File: src/rtl/static_mem_pkg.sv
package static_mem_pkg;
  localparam int WAIT_W = 4;
  localparam int DATA_W = 32;
  localparam int LANES  = DATA_W / 8;

  typedef struct packed {
    logic              en;
    logic              pageEn;
    logic [WAIT_W-1:0] waitPage;
    logic [WAIT_W-1:0] waitFirst;
    logic [1:0]        width;   // 0: 8 bit, 1: 16 bit, 2/3: 32 bit
  } segCfg_t;

  localparam int CFG_W = $bits(segCfg_t);

  typedef struct packed {
    logic       load;
    logic       capture;
    logic [1:0] beat;
  } dpStrobe_t;

  typedef enum logic [1:0] {S_IDLE, S_ACC, S_GAP, S_DONE} busState_t;
endpackage

File: src/rtl/smc_ctrl.sv
module smc_ctrl
  import static_mem_pkg::*;
#(
  parameter int NUM_SEG = 6,
  parameter int REG_W   = 4
)(
  input  logic               clk,
  input  logic               rstN,
  input  logic               cfgWr,
  input  logic [REG_W-1:0]   cfgSel,
  input  segCfg_t            cfgData,
  input  logic               reqValid,
  input  logic               reqWrite,
  input  logic [REG_W-1:0]   reqRegion,
  output dpStrobe_t          strobe,
  output logic [1:0]         curWidth,
  output logic [NUM_SEG-1:0] extCsN,
  output logic               extOeN,
  output logic               extWeN,
  output logic               extDataOe,
  output logic               ackValid,
  output logic               ackErr
);
  segCfg_t           cfgRegs [NUM_SEG];
  segCfg_t           selCfg, cur;
  logic              hit;
  busState_t         state;
  logic [WAIT_W-1:0] waitCnt;
  logic [1:0]        beat, lastBeat;
  logic [REG_W-1:0]  segIdx;
  logic              isWrite, errFlag;

  // settings registers, boot-safe reset
  always_ff @(posedge clk) begin
    for (int i = 0; i < NUM_SEG; i++) begin
      if (!rstN) begin
        cfgRegs[i] <= '{en: 1'b1, pageEn: 1'b0, waitPage: '1, waitFirst: '1, width: 2'd0};
      end else if (cfgWr && cfgSel == REG_W'(i)) begin
        cfgRegs[i] <= cfgData;
      end
    end
  end

  // region decode
  always_comb begin
    hit    = 1'b0;
    selCfg = '0;
    for (int i = 0; i < NUM_SEG; i++) begin
      if (reqRegion == REG_W'(i)) begin
        hit    = cfgRegs[i].en;
        selCfg = cfgRegs[i];
      end
    end
  end

  always_comb begin
    case (cur.width)
      2'd0:    lastBeat = 2'd3;
      2'd1:    lastBeat = 2'd1;
      default: lastBeat = 2'd0;
    endcase
  end

  always_ff @(posedge clk) begin
    if (!rstN) begin
      state   <= S_IDLE;
      waitCnt <= '0;
      beat    <= '0;
      cur     <= '0;
      segIdx  <= '0;
      isWrite <= 1'b0;
      errFlag <= 1'b0;
    end else begin
      case (state)
        S_IDLE: if (reqValid) begin
          isWrite <= reqWrite;
          beat    <= '0;
          if (hit) begin
            cur     <= selCfg;
            segIdx  <= reqRegion;
            waitCnt <= selCfg.waitFirst;
            errFlag <= 1'b0;
            state   <= S_ACC;
          end else begin
            errFlag <= 1'b1;
            state   <= S_DONE;
          end
        end
        S_ACC: begin
          if (waitCnt != '0) begin
            waitCnt <= waitCnt - WAIT_W'(1);
          end else if (beat == lastBeat) begin
            state <= S_DONE;
          end else begin
            beat    <= beat + 2'd1;
            waitCnt <= cur.pageEn ? cur.waitPage : cur.waitFirst;
            state   <= (cur.pageEn && !isWrite) ? S_ACC : S_GAP;
          end
        end
        S_GAP:   state <= S_ACC;
        default: state <= S_IDLE;
      endcase
    end
  end

  assign strobe.load    = (state == S_IDLE) && reqValid;
  assign strobe.capture = (state == S_ACC) && (waitCnt == '0) && !isWrite;
  assign strobe.beat    = beat;
  assign curWidth       = cur.width;

  for (genvar k = 0; k < NUM_SEG; k++) begin : g_cs
    assign extCsN[k] = !(((state == S_ACC) || (state == S_GAP)) && (segIdx == REG_W'(k)));
  end

  assign extOeN    = !((state == S_ACC) && !isWrite);
  assign extWeN    = !((state == S_ACC) && isWrite);
  assign extDataOe = (state == S_ACC) && isWrite;
  assign ackValid  = (state == S_DONE);
  assign ackErr    = (state == S_DONE) && errFlag;
endmodule

File: src/rtl/smc_dpath.sv
module smc_dpath
  import static_mem_pkg::*;
#(
  parameter int EXT_W = 28
)(
  input  logic              clk,
  input  logic              rstN,
  input  dpStrobe_t         strobe,
  input  logic [1:0]        width,
  input  logic [EXT_W-3:0]  reqWord,
  input  logic [DATA_W-1:0] reqWdata,
  input  logic [DATA_W-1:0] extDataIn,
  output logic [EXT_W-1:0]  extAddr,
  output logic [DATA_W-1:0] extDataOut,
  output logic [DATA_W-1:0] ackRdata
);
  logic [EXT_W-3:0]  baseWord;
  logic [DATA_W-1:0] wdataQ;
  logic [1:0]        lowBits;

  always_ff @(posedge clk) begin
    if (!rstN) begin
      baseWord <= '0;
      wdataQ   <= '0;
    end else if (strobe.load) begin
      baseWord <= reqWord;
      wdataQ   <= reqWdata;
    end
  end

  always_comb begin
    case (width)
      2'd0: begin
        lowBits    = strobe.beat;
        extDataOut = {24'b0, wdataQ[{strobe.beat, 3'b000} +: 8]};
      end
      2'd1: begin
        lowBits    = {strobe.beat[0], 1'b0};
        extDataOut = {16'b0, wdataQ[{strobe.beat[0], 4'b0000} +: 16]};
      end
      default: begin
        lowBits    = 2'd0;
        extDataOut = wdataQ;
      end
    endcase
  end

  assign extAddr = {baseWord, lowBits};

  // per-lane read assembly
  for (genvar j = 0; j < LANES; j++) begin : g_lane
    logic       laneHit;
    logic [7:0] laneSrc, laneQ;

    always_comb begin
      case (width)
        2'd0: begin
          laneHit = (strobe.beat == 2'(j));
          laneSrc = extDataIn[7:0];
        end
        2'd1: begin
          laneHit = (strobe.beat[0] == 1'(j / 2));
          laneSrc = extDataIn[(j % 2) * 8 +: 8];
        end
        default: begin
          laneHit = 1'b1;
          laneSrc = extDataIn[j * 8 +: 8];
        end
      endcase
    end

    always_ff @(posedge clk) begin
      if (!rstN || strobe.load) laneQ <= '0;
      else if (strobe.capture && laneHit) laneQ <= laneSrc;
    end

    assign ackRdata[j * 8 +: 8] = laneQ;
  end
endmodule

File: src/rtl/static_mem_ctl.sv
module static_mem_ctl
  import static_mem_pkg::*;
#(
  parameter int NUM_SEG    = 6,
  parameter int ADDR_W     = 32,
  parameter int REGION_LSB = 28
)(
  input  logic                         clk,
  input  logic                         rstN,
  input  logic                         cfgWr,
  input  logic [ADDR_W-REGION_LSB-1:0] cfgSel,
  input  logic [CFG_W-1:0]             cfgData,
  input  logic                         reqValid,
  input  logic                         reqWrite,
  input  logic [ADDR_W-1:0]            reqAddr,
  input  logic [DATA_W-1:0]            reqWdata,
  output logic                         ackValid,
  output logic                         ackErr,
  output logic [DATA_W-1:0]            ackRdata,
  output logic [REGION_LSB-1:0]        extAddr,
  output logic [DATA_W-1:0]            extDataOut,
  input  logic [DATA_W-1:0]            extDataIn,
  output logic                         extDataOe,
  output logic [NUM_SEG-1:0]           extCsN,
  output logic                         extOeN,
  output logic                         extWeN
);
  localparam int REG_W = ADDR_W - REGION_LSB;

  dpStrobe_t  strobe;
  logic [1:0] curWidth;
  logic       unusedAlign;

  assign unusedAlign = ^reqAddr[1:0];

  smc_ctrl #(.NUM_SEG(NUM_SEG), .REG_W(REG_W)) uCtrl (
    .clk       (clk),
    .rstN      (rstN),
    .cfgWr     (cfgWr),
    .cfgSel    (cfgSel),
    .cfgData   (segCfg_t'(cfgData)),
    .reqValid  (reqValid),
    .reqWrite  (reqWrite),
    .reqRegion (reqAddr[ADDR_W-1:REGION_LSB]),
    .strobe    (strobe),
    .curWidth  (curWidth),
    .extCsN    (extCsN),
    .extOeN    (extOeN),
    .extWeN    (extWeN),
    .extDataOe (extDataOe),
    .ackValid  (ackValid),
    .ackErr    (ackErr)
  );

  smc_dpath #(.EXT_W(REGION_LSB)) uDpath (
    .clk        (clk),
    .rstN       (rstN),
    .strobe     (strobe),
    .width      (curWidth),
    .reqWord    (reqAddr[REGION_LSB-1:2]),
    .reqWdata   (reqWdata),
    .extDataIn  (extDataIn),
    .extAddr    (extAddr),
    .extDataOut (extDataOut),
    .ackRdata   (ackRdata)
  );
endmodule

File: config.mk
export PLATFORM = sky130hd
export DESIGN_NAME = static_mem_ctl
export DESIGN_NICKNAME = d
export VERILOG_FILES = /design/src/rtl/static_mem_pkg.sv /design/src/rtl/smc_ctrl.sv /design/src/rtl/smc_dpath.sv /design/src/rtl/static_mem_ctl.sv
export SDC_FILE = /design/constraint.sdc
export NUM_CORES = 1
export LEC_CHECK = 0
export BUFFER_PORTS_ARGS = -buffer_cell sky130_fd_sc_hd__clkbuf_2
export CORE_MARGIN = 5
export CORE_UTILIZATION = 28
export DETAILED_ROUTE_END_ITERATION = 8
export HOLD_SLACK_MARGIN = 0.15
export MAX_ROUTING_LAYER = met4
export SETUP_SLACK_MARGIN = 0.1
export SKIP_CTS_REPAIR_TIMING = 1
export SLEW_MARGIN = 25
export SYNTH_ARGS = -nofsm -noshare
export SYNTH_HDL_FRONTEND = slang
export SYNTH_SLANG_ARGS = --single-unit
File: constraint.sdc
create_clock -name clk -period 5.6 [get_ports clk]
set_input_delay 0.56 -clock clk [delete_from_list [all_inputs] [get_ports clk]]
set_output_delay 0.56 -clock clk [all_outputs]
set_load 0.005 [all_outputs]
# [Word-level counts from Yosys, hierarchy flattened]
# Memory sizes are Yosys's and may differ from the RTL's.
# Index checks and enable logic that the tools add are counted.
[op_classes] add_sub_neg=2 n_eq_ne=28 shifts=2 muxes=64 bitwise=7 n_reduce_logical=50
[op_table] cell="$mux 12" count=6
[op_table] cell="$mux 11" count=6
[op_table] cell="$pmux 32 s2" count=1
[op_table] cell="$shiftx 32x6->16" count=1
[op_table] cell="$shiftx 32x6->8" count=1
[op_table] cell="$mux 1" count=26
[op_table] cell="$eq 4x2->1 const B" count=6
[op_table] cell="$eq 4x3->1 const B" count=6
[op_table] cell="$logic_and 1x1->1" count=23
[op_table] cell="$mux 4" count=5
[op_table] cell="$logic_not 4->1" count=4
[op_table] cell="$mux 2" count=8
[op_table] cell="$mux 8" count=2
[op_table] cell="$pmux 8 s2" count=1
[op_table] cell="$eq 4x1->1 const B" count=3
[op_table] cell="$pmux 2 s2" count=3
[op_table] cell="$logic_not 1->1" count=10
[op_table] cell="$eq 2x2->1 const B" count=4
[op_table] cell="$pmux 1 s2" count=4
[op_table] cell="$pmux 4 s2" count=1
[op_table] cell="$reduce_and 4->1" count=2
[op_table] cell="$eq 2x1->1 const B" count=3
[op_table] cell="$logic_not 2->1" count=3
[op_table] cell="$ne 2x2->1 const B" count=3
[op_table] cell="14 further kinds" count=21
[word_totals] register_bits=115 ramBits=72 input_bits=117 output_inout_bits=103 word_cells=170 n_memories=1
[memory_table] memory="uCtrl.cfgRegs" words=6 word_bits=12 read_ports=6 rd_clocked_by_memory_dff=0 wr=6 line_no="smc_ctrl.sv:24" rtl="segCfg_t cfgRegs [NUM_SEG];"

# [Longest topological paths before layout]
# Gate-level depths: netlist of run 1.
[depth] word_depth=10 depth_mapped=9

# [Hierarchy]
# From an unflattened synthesis of run 1, not the netlist that was laid out.
[hier_totals] cells_unflattened=847 hier_area_um2=9022.4
[modules_own_cells] mod="smc_ctrl" instances=1 cells_each=423 area_each_um2=4812.1 seq_area_each_um2=2662.6
[modules_own_cells] mod="smc_dpath" instances=1 cells_each=424 area_each_um2=4210.3 seq_area_each_um2=1801.7

# [Worst setup path before layout of run 1]
# Ideal clock, no wire load.
[synth_timing] kind="input to register" from="input cfgSel[3]" to="memory uCtrl.cfgRegs[0][0] (netlist bit) (enable)" setup_ps=398 arrival_ps=2176 required_time_ps=5202 slack_ps=3027 stages=4 path_cell_list="nand2b_1 > or3_1 > clkbuf_1 > o21ai_0"
[synth_lines] element="from (decl)" line_no="static_mem_ctl.sv:11" rtl="input logic [ADDR_W-REGION_LSB-1:0] cfgSel,"
[synth_lines] element="to (decl)" line_no="smc_ctrl.sv:24"

# [Final worst setup path of run 1]
[layout_timing] from="register uCtrl.cur (netlist bit uCtrl.curWidth[1])" to="output extDataOut[3]"
[layout_between] elab_chain_len=2 word_cells_on_any_way=3
[layout_lines] element="from (decl)" line_no="smc_ctrl.sv:25" rtl="segCfg_t selCfg, cur;"
[layout_lines] element="from (signal assigned)" line_no="smc_ctrl.sv:79" rtl="cur <= selCfg;"
[layout_lines] element="$eq 2x1->1 or $logic_not 2->1 (tied branches)" line_no="smc_dpath.sv:32" rtl="case (width)"
[layout_lines] element="$pmux 32 s2 (*)" line_no="smc_dpath.sv:32"
[layout_lines] element="to (decl)" line_no="static_mem_ctl.sv:21" rtl="output logic [DATA_W-1:0] extDataOut,"
# Every way passes the cells marked *; elsewhere a longest branch is shown, timed or not.

==> out/results.tsv, run 1 <==
metric	value	unit
fillers	3310	
vias	7496	
dpl.hpwl	18440	um
grt_setup_unrepaired	no	
critPathKind	reg -> out	
status	completed	
met2_length	12850	um
ys_types	56	
hold_class	in -> reg	
insertion_delay	0.43	ns
yosys_warnings	0	
worstPathCellList	nand2b_1, o22ai_1, a211oi_1, clkbuf_2	
wl_per_cell	17.21	um
syn_area_per_cell	9.514	um2
min_period	2.924	ns
synth_most_common_cell	nand2_1	
finalSetupTns	0	ns
vias_per_cell	4.883	
path_delay_family	flip-flops	
cts_buffer_depth	2	
synth_top_area_cell	dfxtp_1	
area_growth	21.86	%
grt_pass1_wl	41190	um
synth_fp_nets	1069	
wl_met3	1282	um
first_global_vias	7179	
synth_common_cells	153 x nand2_1, 115 x dfxtp_1, 78 x nor2_1, 76 x a21oi_1, 72 x edfxtp_1	
multi_input_area	4128	um2
routabilityCongestion	0.7948	
cpPeakStageDelay	0.76	ns
crit_fanout	40	
dieArea	35690	um2
r2r_start	uCtrl.state[0]	
skew	0.007367	ns
die_x	188.9	um
hold_viol_final	0	
worstPathRequired	5.04	ns
route.detailed.drc	0	
worst_slew_pin_slew	0.9045	ns
clock_sinks	187	
slowest_stage	dfxtp_2	
start_util	0.2840	
grt_max_degree	79	
cts_root_buf	clkbuf_16	
power_density	348.8	nW/um2
synthTopCellsByArea	dfxtp_1 26%, edfxtp_1 24%, nand2_1 6.4%, mux2i_1 5.7%, a21oi_1 4.2%	
yosysSeqAreaShare	0.4981	
clk_pin_slew	0.08	ns
grt_overflow	0	
finalSetupViolCount	0	
r2r_slack	2.72	ns
rows	65	
maxSlewViolCount	0	
track_usage	0.1489	
start_kind	flop	
antenna_cells	0	
ant_nets	0	
r2r_end	uCtrl.waitCnt[1]	
drive_gt1_frac	0.2957	
io_buffer_count	217	
synth_edf_count	72	
whs_endpoint	uDpath.baseWord[17]	
routed_wl	26410	um
grt_antenna_before_repair	0	
cap_violations	0	
highest-signal-layer	met4	
maxClockFrequency	342.0	MHz
period_share	0.5221	
seqCellArea	4467	um2
netlist_area	8962	um2
drt_first_iter_violations	428	
slew_headroom	0.3970	
chipHeight	188.9	um
nets	1247	
utilization	0.3461	
critPathBufInv	1	
io_pins	220	
synth_seq_cells	187	
coreArea	31560	um2
cts_tree	done	
async_flop_share	0	
firstDrtPassIters	5	
critPathCaptureType	primary output	
worstHoldStart	reqAddr[19]	
numCtsBuffers	17	
worstPathArrival	2.36	ns
hold_ws	0.3324	ns
leakagePower	4.307	nW
vdd_drop_max	215.2	uV
drt-met1-wl	12020	um
synthFlopType	dfxtp_1	
synth_cells	942	
htree_levels	4	
synth_top_area_share	0.2569	
whs_path_depth	3	
r2r_cells	8	
cell usage in the layout (no fill, tap or decap), types with 3 or more instances in the layout:
master and n:
edfxtp_1 72, nor3_1 23, a21oi_1 76, a22o_1 16, o21ai_0 34, nor3b_1 3
clkbuf_2 217, nand2b_1 12, inv_1 19, and2_1 17, nand4_1 5, mux2i_1 51
mux2_2 5, mux4_2 13, inv_8 4, nand2_1 151, nand3_1 4, o311a_1 4
clkbuf_16 17, nor2b_1 12, or3_1 22, a311oi_1 8, a211oi_1 24, or2_2 39
a31oi_1 5, nor2_1 78, o22ai_1 13, inv_6 4, dfxtp_1 113, buf_4 13
ha_1 10
cells by family after synthesis:
logic type,count (synthesis),share of synthesized area
XOR/XNOR,2,0.001955
adder cells (fa/ha/maj),10,0.01396
flip-flops,187,0.4981
buffers and inverters,92,0.04216
multiplexers,69,0.09591
AND/OR/NAND/NOR,385,0.2068
AO/OA/AOI/OAI,197,0.1411
per-stage QoR:
stage               power [mW]  cell area (um2)  std cells  setup slack, ns
floorplan                2.331             8962        942            3.027
global placement         2.667            10350       1502            2.503
detailed placement       2.685            10360       1502            2.664
CTS                      3.861            10910       1534            2.648
global route             4.045            10920       1535            2.483
finish                   3.809            10920       1535            2.676
routing by layer:
layer / global-route usage / vias up
met1: 0.1973 / 3577
met2: 0.2393 / 200
met3: 0.02895 / 17
met5: - / -
met4: 0.03083 / 0
li1: - / 3702
power by group:
part	switching (mW)	internal (mW)
combinational	0.595	0.392
sequential	0.101	1.55
clock	0.581	0.587
total	1.28	2.53
area by class of cell:
type / instances / share of cell area
Inverter: 20 / 0.006874
Multi-Input combinational cell: 663 / 0.3779
Timing Repair Buffer: 231 / 0.1094
Clock buffer: 18 / 0.03929
Sequential cell: 187 / 0.4090
Clock inverter: 14 / 0.01146
Tap cell: 402 / 0.04605
state kept, by name (all words and copies together), names as in the netlist:
signal               count
uCtrl.state              2
uCtrl.segIdx             4
uDpath.baseWord         26
uCtrl.cur                9
uDpath.g_lane.laneQ     32
uCtrl.errFlag            1
uCtrl.beat               2
uDpath.wdataQ           32
uCtrl.curWidth           2
uCtrl.waitCnt            4
uCtrl.cfgRegs           72
uCtrl.isWrite            1
tightest hold or removal path, cell delays in order:
cell and delay (ns):
clkbuf_2 0.08, nand2_1 0.04, a21oi_1 0.05
how the worst max path moves through the flow:
stage	start	end	slack [ns]	cells after the start
2_1_floorplan	cfgSel[3]	uCtrl.cfgRegs[0][0]	3.03	4
3_3_place_gp	uCtrl.state[0]	uDpath.g_lane[1].laneQ[3]	2.50	6
3_5_place_dp	reqAddr[28]	uCtrl.segIdx[0]	2.66	7
4_1_cts	uCtrl.curWidth[1]	extDataOut[3]	2.65	4
5_1_grt	uCtrl.state[1]	uCtrl.waitCnt[1]	2.48	8
6_report	uCtrl.curWidth[1]	extDataOut[3]	2.68	4
Power figures use the tool's default switching activity.
==> run 2: changes to the inputs <==
--- a/config.mk
+++ b/config.mk
@@ -5,6 +5,7 @@
 export SDC_FILE = /design/constraint.sdc
 export NUM_CORES = 1
 export LEC_CHECK = 0
+export ABC_AREA = 1
 export BUFFER_PORTS_ARGS = -buffer_cell sky130_fd_sc_hd__clkbuf_2
 export CORE_MARGIN = 5
 export CORE_UTILIZATION = 28
==> constraint.sdc (replaced) <==
create_clock -name clk -period 2.7 [get_ports clk]
set_input_delay 0.27 -clock clk [delete_from_list [all_inputs] [get_ports clk]]
set_output_delay 0.27 -clock clk [all_outputs]
set_load 0.005 [all_outputs]
==> run 2 against run 1 <==
Compared with the run above:
- via count is 9.6% higher
- combinational power is 140% higher
- global-route usage is 0.36 points lower
- first-iteration DRC count is 13% higher
- final cell count is 16% higher
- cell area is 4.5% higher
- non-clock buffer count is 75 higher
- hold slack worse by 0.22 ns
- utilization is 2.7 points higher
- clock skew is 0.0015 ns higher
- critical path depth is 5 higher
- largest cell class unchanged
- highest routed layer unchanged
==> out/results.tsv, run 2 <==
metric	value	unit
cts_root_buf	clkbuf_16	
reg_top3	uCtrl.cfgRegs (72), uDpath.g_lane.laneQ (32), uDpath.wdataQ (32)	
syn_area_per_cell	7.848	um2
antenna_cells	0	
synth_top_area_cell	dfxtp_1	
dieArea	34590	um2
maxSlewViolCount	0	
layout_commonest_cell	nand2_1	
vias	8219	
startpoint	uCtrl.beat[0]	
regMostFlops	uCtrl.cfgRegs	
firstDrtPassIters	5	
switching_share	0.3427	
die_x	186.0	um
chipHeight	186.0	um
status	completed	
pre_cts_ws	0.5627	ns
grt_max_degree	75	
period_share	0.8812	
start_kind	flop	
synth_edf_count	72	
slew_headroom	0.5094	
yosysSeqAreaShare	0.5148	
grt_pass1_wl	38910	um
insertion_delay	0.43	ns
clk_pin_slew	0.07	ns
power_frac_seq	0.428	
cpPeakStageDelay	0.58	ns
grt_setup_unrepaired	no	
post_synth_and_or_nand_nor_area_fraction	0.2588	
wl_per_cell	14.67	um
dpl_cell_area	10080	um2
critPathKind	reg -> reg	
synth_top_family_by_area	simple AND/OR/NAND/NOR gates	
start_util	0.2835	
grt_antenna_before_repair	0	
synth_most_common_cell	nand2_1	
synth-xor-area-share	0	
maxClockFrequency	420.3	MHz
clock_power_share	0.293	
setup_ws	0.3208	ns
cts_buffer_depth	2	
synth_cells	1105	
synth_top_area_share	0.2655	
hold_viol_final	0	
worstPathCellList	inv_2, ha_1, nand2_1, o21ai_0, nand2_1, inv_2, o21ai_0, a31oi_1, dlygate4sd3_1	
clock_sinks	187	
r2r_slack	0.32	ns
hold_class	in -> reg	
vdd_drop_max	429.0	uV
r2r_start	uCtrl.beat[0]	
io_buffer_count	217	
synthTopCellsByArea	dfxtp_1 27%, edfxtp_1 25%, nand2_1 10%, nor2_1 9.1%, o21ai_0 7.3%	
grt_overflow	0	
htree_levels	4	
cts_tree	done	
synthFlopType	dfxtp_1	
skew	0.008873	ns
ys_types	36	
cap_violations	0	
crit_fanout	19	
r2r_end	uDpath.g_lane[2].laneQ[0]	
rows	64	
worstPathArrival	2.70	ns
netlist_area	8672	um2
track_usage	0.1452	
p_int	5.541	mW
first_global_vias	7285	
coreArea	30590	um2
drive_gt1_frac	0.2153	
fillers	3201	
io_pins	220	
synth_fp_nets	1232	
final_cells	1785	
design_area	11410	um2
numCtsBuffers	17	
drt_first_iter_violations	483	
largest_reg_flops	72	
combPwrFrac	0.279	
worst_slew_pin_slew	0.7332	ns
switchingPower	2.889	mW
crit_end	uDpath.g_lane[2].laneQ[0]	
final_cell_mix	239 x nand2_1, 217 x clkbuf_2, 211 x nor2_1	
routed_wl	26190	um
dp_cells	1678	
min_period	2.379	ns
synth_seq_cells	187	
worstPathRequired	3.02	ns
muxShareOfSynthArea	0	
r2r_cells	9	
vias_per_cell	4.604	
power_density	738.8	nW/um2
totalPowerFinal	8.429	mW
synth_compound_area_frac	0.1362	
dpl.hpwl	19060	um
finalSetupTns	0	ns
ant_nets	0	
synthAdderAreaFrac	0.01443	
route.detailed.drc	0	
routabilityCongestion	0.8454	
slowest_stage	dfxtp_1	
async_flop_share	0	
area_growth	31.57	%
leakagePower	5.034	nW
nets	1503	
critPathCaptureType	flop	
synth_common_cells	240 x nand2_1, 211 x nor2_1, 126 x o21ai_0, 115 x dfxtp_1, 91 x inv_1	
finalSetupViolCount	0	
yosys_warnings	0	
run 2: cell types whose count changed in the layout (fill, tap and decap cells not counted), moves of 58 or more:
cell,previous run,this run
nand3_1,4,62
dlygate4sd3_1,0,75
nor2_1,78,211
inv_1,19,91
o21ai_0,34,126
nand2_1,151,239
run 2: power groups by stage:
| stage | clock [mW] | sequential (mW) | combinational, mW |
|---|---|---|---|
| floorplan | 0 | 3.61 | 1.49 |
| global placement | 0 | 3.65 | 2.24 |
| detailed placement | 0 | 3.66 | 2.26 |
| CTS | 2.55 | 3.60 | 2.27 |
| finish | 2.47 | 3.61 | 2.35 |
| global route | 2.67 | 3.66 | 2.67 |
run 2: per-stage QoR:
| stage | util | hold slack (ns) |
|---|---|---|
| 2_1_floorplan | - | 0.4049 |
| 5_1_grt | 0.3730 | 0.1500 |
| 4_1_cts | 0.3483 | 0.05713 |
| 3_5_place_dp | 0.3295 | 0.4669 |
| 6_report | 0.3730 | 0.1148 |
| 3_3_place_gp | 0.3295 | 0.4583 |
run 2: worst min-delay path by stage:
stage | start | to | slack (ns) | cells after the start
CTS | reqAddr[26] | uDpath.baseWord[24] | 0.06 | 3
global placement | uCtrl.cur[5] | uCtrl.cur[5] | 0.46 | 2
finish | reqAddr[13] | uDpath.baseWord[11] | 0.11 | 3
detailed placement | uCtrl.cur[5] | uCtrl.cur[5] | 0.47 | 2
floorplan | extDataIn[0] | uDpath.g_lane[0].laneQ[0] | 0.40 | 2
global route | extDataIn[15] | uDpath.g_lane[1].laneQ[7] | 0.15 | 3
run 2: logic make-up after synthesis:
kind of cell / after synthesis
DFF: 187
and+or+nand+nor: 546
buffers and inverters: 153
AOI/OAI and AO/OA: 209
adders and majority gates: 10
run 2: layer usage:
layer	vias to the layer above	track usage	part of all wire
li1	4184	-	-
met1	3749	0.1948	0.46
met2	254	0.2229	0.46
met3	32	0.03420	0.065
met4	0	0.03556	0.015
met5	-	-	0
run 2: critical path: cells and delay by family (launching register included):
kind,cells,cell delay (ns)
AO/OA/AOI/OAI,3,0.32
buffers and inverters,3,0.95
AND/OR/NAND/NOR,2,0.13
flip-flops,1,0.58
adder cells (fa/ha/maj),1,0.27
run 2: area by class of cell:
class	instances	area [um2]	area share
tap	396	495.5	0.04343
multi-input combinational	765	3557	0.3118
clock buffer	20	460.4	0.04036
clock inverter	12	115.1	0.01009
inverter	99	374.1	0.03279
sequential	187	4466	0.3914
timing repair buffer	306	1942	0.1702
